$ cat src/rtl/ilk_pkg.sv
package ilk_pkg;
  // stall counts are carried in a fixed 4-bit field; every latency parameter must be <= 15
  localparam int unsigned LAT_W = 4;
  typedef logic [LAT_W-1:0] lat_t;

  function automatic lat_t lat_max(input lat_t a, input lat_t b);
    return (a > b) ? a : b;
  endfunction

  function automatic lat_t lat_gate(input logic hit, input lat_t c);
    return hit ? c : '0;
  endfunction
endpackage

$ cat src/rtl/ilk_hold_timer.sv
module ilk_hold_timer
  import ilk_pkg::*;
#(
  parameter int unsigned LAT = 1
) (
  input  logic clk,
  input  logic rst_n,
  input  logic load,
  output lat_t cnt
);
  localparam lat_t LOAD_VAL = lat_t'(LAT);

  always_ff @(posedge clk) begin
    if (!rst_n)          cnt <= '0;
    else if (load)       cnt <= LOAD_VAL;
    else if (cnt != '0)  cnt <= cnt - 1'b1;
  end

  AST_TIMER_EXPIRES: assert property (@(posedge clk) disable iff (!rst_n)
    (cnt == lat_t'(1) && !load) |=> (cnt == '0));
endmodule

$ cat src/rtl/ilk_mul_track.sv
module ilk_mul_track
  import ilk_pkg::*;
#(
  parameter int unsigned REG_W = 4,
  parameter int unsigned NDST  = 2,
  parameter int unsigned LAT   = 1
) (
  input  logic                  clk,
  input  logic                  rst_n,
  input  logic                  issue,
  input  logic [NDST-1:0]       res_en,
  input  logic [NDST*REG_W-1:0] res_regs,
  input  logic                  mul_op,
  input  logic [REG_W-1:0]      src_a,
  input  logic [REG_W-1:0]      src_b,
  output logic                  hit,
  output lat_t                  cnt
);
  logic [NDST-1:0]       en_q;
  logic [NDST*REG_W-1:0] regs_q;
  logic [NDST-1:0]       match_a, match_b;

  always_ff @(posedge clk) begin
    if (!rst_n) begin
      en_q   <= '0;
      regs_q <= '0;
    end else if (issue) begin
      en_q   <= res_en;
      regs_q <= res_regs;
    end
  end

  ilk_hold_timer #(.LAT(LAT)) u_win (
    .clk  (clk),
    .rst_n(rst_n),
    .load (issue && (res_en != '0)),
    .cnt  (cnt)
  );

  for (genvar d = 0; d < NDST; d++) begin : g_slot
    assign match_a[d] = en_q[d] && (regs_q[d*REG_W +: REG_W] == src_a);
    assign match_b[d] = en_q[d] && (regs_q[d*REG_W +: REG_W] == src_b);
  end

  assign hit = mul_op && (cnt != '0) && (|match_a) && (|match_b);
endmodule

$ cat src/rtl/ilk_idx_track.sv
module ilk_idx_track
  import ilk_pkg::*;
#(
  parameter int unsigned NIDX = 8,
  parameter int unsigned LAT  = 2,
  localparam int unsigned IDX_W = (NIDX > 1) ? $clog2(NIDX) : 1
) (
  input  logic             clk,
  input  logic             rst_n,
  input  logic             issue,
  input  logic             cond_postmod,
  input  logic [IDX_W-1:0] idx,
  input  logic             idx_use,
  output logic             hit,
  output lat_t             cnt
);
  logic [NIDX-1:0] load_vec;
  lat_t            cnt_arr [NIDX];
  logic            armed;

  for (genvar i = 0; i < NIDX; i++) begin : g_reg
    assign load_vec[i] = issue && cond_postmod && (idx == IDX_W'(i));
    ilk_hold_timer #(.LAT(LAT)) u_t (
      .clk  (clk),
      .rst_n(rst_n),
      .load (load_vec[i]),
      .cnt  (cnt_arr[i])
    );
  end

  always_comb begin
    cnt = '0;
    for (int i = 0; i < NIDX; i++)
      if (idx == IDX_W'(i)) cnt = cnt_arr[i];
  end

  assign hit = idx_use && (cnt != '0);

  always_ff @(posedge clk) begin
    if (!rst_n) armed <= 1'b0;
    else        armed <= 1'b1;
  end

  AST_IDX_REUSE_HELD: assert property (@(posedge clk) disable iff (!rst_n)
    (armed && idx_use && $past(issue && cond_postmod) && (idx == $past(idx))) |-> hit);
endmodule

$ cat src/rtl/ilk_stall_unit.sv
module ilk_stall_unit
  import ilk_pkg::*;
#(
  parameter int unsigned REG_W    = 4,
  parameter int unsigned NDST     = 2,
  parameter int unsigned NIDX     = 8,
  parameter int unsigned MUL_LAT  = 1,
  parameter int unsigned MODE_LAT = 1,
  parameter int unsigned PCS_LAT  = 1,
  parameter int unsigned IDX_LAT  = 2,
  localparam int unsigned IDX_W = (NIDX > 1) ? $clog2(NIDX) : 1
) (
  input  logic                  clk,
  input  logic                  rst_n,
  input  logic                  ins_valid,
  input  logic                  mul_op,
  input  logic [REG_W-1:0]      src_a,
  input  logic [REG_W-1:0]      src_b,
  input  logic [NDST-1:0]       res_en,
  input  logic [NDST*REG_W-1:0] res_regs,
  input  logic                  mode_wr,
  input  logic                  stat_stk_op,
  input  logic                  pcstk_wr,
  input  logic                  ret_op,
  input  logic                  cond_postmod,
  input  logic [IDX_W-1:0]      idx_reg,
  input  logic                  idx_use,
  input  logic                  periph_acc,
  input  logic                  dma_bank_hit,
  output logic                  stall,
  output lat_t                  stall_left
);
  localparam int unsigned BUS_W = 10 + 2*REG_W + NDST*(REG_W+1) + IDX_W;

  // internal events, named for the assertions
  logic issue;
  logic mul_hit, mode_hit, pcs_hit, idx_hit;
  lat_t mul_cnt, mode_cnt, pcs_cnt, idx_cnt;
  logic armed;
  logic [BUS_W-1:0] ins_bus;

  assign issue = ins_valid && !stall;

  ilk_mul_track #(.REG_W(REG_W), .NDST(NDST), .LAT(MUL_LAT)) u_mul (
    .clk     (clk),
    .rst_n   (rst_n),
    .issue   (issue),
    .res_en  (res_en),
    .res_regs(res_regs),
    .mul_op  (mul_op),
    .src_a   (src_a),
    .src_b   (src_b),
    .hit     (mul_hit),
    .cnt     (mul_cnt)
  );

  ilk_hold_timer #(.LAT(MODE_LAT)) u_mode (
    .clk  (clk),
    .rst_n(rst_n),
    .load (issue && (mode_wr || stat_stk_op)),
    .cnt  (mode_cnt)
  );

  ilk_hold_timer #(.LAT(PCS_LAT)) u_pcs (
    .clk  (clk),
    .rst_n(rst_n),
    .load (issue && pcstk_wr),
    .cnt  (pcs_cnt)
  );

  ilk_idx_track #(.NIDX(NIDX), .LAT(IDX_LAT)) u_idx (
    .clk         (clk),
    .rst_n       (rst_n),
    .issue       (issue),
    .cond_postmod(cond_postmod),
    .idx         (idx_reg),
    .idx_use     (idx_use),
    .hit         (idx_hit),
    .cnt         (idx_cnt)
  );

  assign mode_hit = (mode_cnt != '0);
  assign pcs_hit  = ret_op && (pcs_cnt != '0);

  assign stall = ins_valid && (mul_hit || mode_hit || pcs_hit || idx_hit);

  always_comb begin
    stall_left = '0;
    if (stall)
      stall_left = lat_max(lat_max(lat_gate(mul_hit, mul_cnt), lat_gate(mode_hit, mode_cnt)),
                           lat_max(lat_gate(pcs_hit, pcs_cnt), lat_gate(idx_hit, idx_cnt)));
  end

  // ---------------------------------------------------------------- checks
  function automatic logic both_from(input logic [REG_W-1:0] a, input logic [REG_W-1:0] b,
                                     input logic [NDST*REG_W-1:0] regs, input logic [NDST-1:0] en);
    logic fa, fb;
    fa = 1'b0;
    fb = 1'b0;
    for (int d = 0; d < NDST; d++) begin
      if (en[d] && regs[d*REG_W +: REG_W] == a) fa = 1'b1;
      if (en[d] && regs[d*REG_W +: REG_W] == b) fb = 1'b1;
    end
    return fa && fb;
  endfunction

  assign ins_bus = {ins_valid, mul_op, src_a, src_b, res_en, res_regs, mode_wr, stat_stk_op,
                    pcstk_wr, ret_op, cond_postmod, idx_reg, idx_use, periph_acc, dma_bank_hit};

  always_ff @(posedge clk) begin
    if (!rst_n) armed <= 1'b0;
    else        armed <= 1'b1;
  end

  AST_MUL_BOTH_FED: assert property (@(posedge clk) disable iff (!rst_n)
    (armed && ins_valid && mul_op && $past(issue) &&
     both_from(src_a, src_b, $past(res_regs), $past(res_en))) |-> stall);

  AST_MODE_FOLLOW: assert property (@(posedge clk) disable iff (!rst_n)
    (armed && ins_valid && $past(issue && mode_wr)) |-> (stall && stall_left >= lat_t'(MODE_LAT)));

  AST_STACK_FOLLOW: assert property (@(posedge clk) disable iff (!rst_n)
    (armed && ins_valid && $past(issue && stat_stk_op)) |-> stall);

  AST_RET_WAITS: assert property (@(posedge clk) disable iff (!rst_n)
    (armed && ins_valid && ret_op && $past(issue && pcstk_wr)) |-> stall);

  AST_SIDEBAND_KEEPS: assert property (@(posedge clk) disable iff (!rst_n)
    (armed && ins_valid && $past(issue && (mode_wr || pcstk_wr) && (periph_acc || dma_bank_hit))
     && (ret_op || !$past(pcstk_wr) || $past(mode_wr))) |-> stall);

  AST_LEFT_NONZERO: assert property (@(posedge clk) disable iff (!rst_n)
    stall |-> (stall_left != '0));

  AST_LEFT_COUNTS: assert property (@(posedge clk) disable iff (!rst_n)
    (armed && stall && $past(stall) && $stable(ins_bus)) |-> (stall_left == $past(stall_left) - 1'b1));
endmodule

$ cat config.mk
export PLATFORM = sky130hd
export DESIGN_NAME = ilk_stall_unit
export DESIGN_NICKNAME = d
export VERILOG_FILES = /design/src/rtl/ilk_pkg.sv /design/src/rtl/ilk_hold_timer.sv /design/src/rtl/ilk_mul_track.sv /design/src/rtl/ilk_idx_track.sv /design/src/rtl/ilk_stall_unit.sv
export SDC_FILE = /design/constraint.sdc
export NUM_CORES = 1
export LEC_CHECK = 0
export BUFFER_PORTS_ARGS = -buffer_cell sky130_fd_sc_hd__buf_2
export CAP_MARGIN = 40
export CORE_MARGIN = 3
export CORE_UTILIZATION = 26
export DETAILED_ROUTE_END_ITERATION = 6
export GPL_ROUTABILITY_DRIVEN = 0
export MAX_ROUTING_LAYER = met4
export PLACE_DENSITY = 0.46
export SLEW_MARGIN = 20
export SYNTH_ARGS = -nofsm -noshare
export SYNTH_HDL_FRONTEND = slang
export SYNTH_SLANG_ARGS = --single-unit
$ cat constraint.sdc
create_clock -name clk -period 6.3 [get_ports clk]
set_input_delay 0.63 -clock clk [delete_from_list [all_inputs] [get_ports clk]]
set_output_delay 0.63 -clock clk [all_outputs]
set_load 0.01 [all_outputs]
==> results.sh <==
export IMPL_area_sequential_um2=1080
export IMPL_initial_core_util=0.268
export IMPL_yosys_warnings=0
export IMPL_synthTopCellsByArea="dfxtp_1, nand2_1, mux2i_1, ha_1, a31oi_1"
export IMPL_slew_headroom=0.446
export IMPL_cts_hold_buf=0
export IMPL_synth_ff_type="dfxtp_1"
export IMPL_drtAntennaViolNets=0
export IMPL_grt_max_degree=74
export IMPL_cp_top_family="compound AO/OA/AOI/OAI gates"
export IMPL_synthArstFlopShare=0
export IMPL_gr_total_overflow=0
export IMPL_cts_tree="yes"
export IMPL_grt_pass1_vias=2928
export IMPL_hpwl_mm=6.18
export IMPL_row_count=42
export IMPL_dieArea_um2=15100
export IMPL_grt_pass1_wl_mm=14.2
export IMPL_cts_resized=0
export IMPL_synth_cells=434
export IMPL_die_w_um=123
export IMPL_power_leakage_uw=0.00166
export IMPL_end_kind="output pin"
export IMPL_synth_edf_count=0
export IMPL_syn_area_um2=3560
export IMPL_worst_path_max_delay_cell="a2111oi_0"
export IMPL_route_detailed_drc=0
export IMPL_finClkSkew_ns=0.0115
export IMPL_critical_path_class="in -> out"
export IMPL_hold_ws_ns=0.481
export IMPL_syn_nets=482
export IMPL_cts_made_buffers=5
export IMPL_wl_mm=8.66
export IMPL_clk_pin_slew_worst_paths_ns=0.08
export IMPL_clkLatencyLatePin_ns=0.30
export IMPL_finalHoldViolCount=0
export IMPL_fin_crit_sh=0.935
export IMPL_place_area_um2=3850
export IMPL_antenna_found_initial=0
export IMPL_finalWorstSetupSlack_ns=0.410
export IMPL_worstSetupStartpointType="primary input"
export IMPL_final_common_cell="nand2_1"
export IMPL_power_uw=1320
export IMPL_crit_fanout=8
export IMPL_multi_input_comb_area_um2=2270
export IMPL_diodes=0
export IMPL_core_area_um2=13300
export IMPL_synth_cell_types=53
export IMPL_first_pass_iters=4
export IMPL_drtIter0Drc=191
export IMPL_vias_per_cell=4.96
export IMPL_final_cell_area_um2=4050
export IMPL_clock_fmax_mhz=170
export IMPL_power_density_nw_per_um2=326
export IMPL_final_cell_mix="nand2_1, dfxtp_1, buf_2"
export IMPL_cts_sinks=54
export IMPL_io_buffers=35
export IMPL_yosysTopAreaCell="dfxtp_1"
export IMPL_synth_area_per_cell_um2=8.20
export IMPL_post_cts_buffers=0
export IMPL_grt_usage=0.119
export IMPL_final_net_count=505
export IMPL_setup_viol=0
export IMPL_critPathMaxStageDelay_ns=0.79
export IMPL_drive_gt1_frac=0.135
export IMPL_wl_per_cell_um=13.7
export IMPL_rsz0062_at_grt="no"
export IMPL_cp_cell_sequence="buf_2 -> xor2_1 -> nor3_1 -> a32oi_1 -> a2111oi_0 -> ha_1 -> nor2b_1 -> o21a_1 -> o21a_1 -> o21ai_1 -> mux2i_1 -> inv_1 -> ha_1 -> nor2b_1 -> o21a_1 -> o21a_1 -> o21a_1 -> a311oi_1 -> a211oi_1 -> buf_2"
export IMPL_synth_top_cell_area_share=0.304
export IMPL_cp_data_arrival_time_ns=5.26
export IMPL_tns_ns=0
export IMPL_fin_crit_ns=5.89
export IMPL_fillers=1428
export IMPL_max_cap_viol_count=0
export IMPL_via_count=3146
export IMPL_required_ns=5.67
export IMPL_peakVddDrop_mv=0.144
export IMPL_path_buf_inv=3
export IMPL_cp_common_cell="o21a_1"
export IMPL_clock_path_buffers=2
export IMPL_clockRootBuffer="clkbuf_16"
export IMPL_tightestPinTransition_ns=0.810
export IMPL_slew_violations=0
export IMPL_ys_ff_latch=54
export IMPL_outcome="completed"
export IMPL_place_ws_ns=0.429
export IMPL_die_h_um=123
export IMPL_htree_levels=2
export IMPL_yosysSeqAreaShare=0.304
export IMPL_ios=38
export IMPL_area_growth_pct=13.6
export IMPL_hold_class="reg -> reg"
[where the power goes]
part	switching (uW)	internal, uW	leakage, uW
registers	33.8	382	0.000438
logic	311	225	0.00113
clock network	137	229	0.0000940
total	481	835	0.00166
[registers in the layout, summed over array words and instances (netlist names)]
register,flops
u_idx.g.u_t.cnt,32
u_mul.regs_q,8
u_mode.cnt,4
u_mul.en_q,2
u_mul.u_win.cnt,4
u_pcs.cnt,4
[through the flow]
| step | util | instances |
|---|---|---|
| global route | 0.304 | 634 |
| CTS | 0.304 | 634 |
| floorplan | - | 434 |
| finish | 0.304 | 634 |
| detailed placement | 0.290 | 626 |
| global placement | 0.289 | 625 |
[area by class of cell]
| cell class | instances | area share |
|---|---|---|
| Timing Repair Buffer | 38 | 0.0489 |
| Tap cell | 176 | 0.0544 |
| Multi-Input combinational cell | 335 | 0.560 |
| Inverter | 23 | 0.0213 |
| Clock inverter | 3 | 0.0170 |
| Clock buffer | 5 | 0.0309 |
| Sequential cell | 54 | 0.267 |
[metal layers]
layer,part of all wire,track usage,wire (um),up-vias
met2,0.46,0.186,3960,38
met5,0,-,0,-
met1,0.51,0.164,4420,1472
met4,0.013,0.0318,116,0
met3,0.019,0.0151,167,9
li1,-,-,-,1627
[cells in the mapped netlist, types with 12 or more instances]
master / instances
clkbuf_1: 14
nand2_1: 65
mux2i_1: 19
dfxtp_1: 54
a31oi_1: 23
ha_1: 15
o21ai_0: 26
inv_1: 23
nor3_1: 16
a21oi_1: 12
nor2_1: 23
xor2_1: 12
[cells by family (layout without fill, tap and decap cells)]
kind of cell,count (synthesis),in the layout,synth area share
muxes,26,26,0.0935
and+or+nand+nor,153,153,0.206
adders and majority gates,15,15,0.0527
AOI/OAI and AO/OA,123,123,0.240
DFF,54,54,0.304
buffers and inverters,45,69,0.0598
xor gates and xnor gates,18,18,0.0443
[worst register-to-register path, delay by kind of cell (launching register included)]
family,cells,cell delay (ns)
and+or+nand+nor,2,1.14
adders and majority gates,1,0.20
buffers and inverters,1,0.10
DFF,1,0.31
muxes,1,0.28
AOI/OAI and AO/OA,2,0.54
[final timing paths]
kind | startpoint | endpoint | slack [ns] | depth (start not counted)
max | src_a[1] | stall_left[1] | 0.41 | 20
max reg2reg | u_pcs.cnt[0] | u_mul.regs_q[1] | 3.65 | 7
min reg2reg | u_mul.en_q[0] | u_mul.en_q[0] | 0.48 | 2
min | u_mul.en_q[0] | u_mul.en_q[0] | 0.48 | 2
Note: power is estimated with default switching activity, not from simulation.
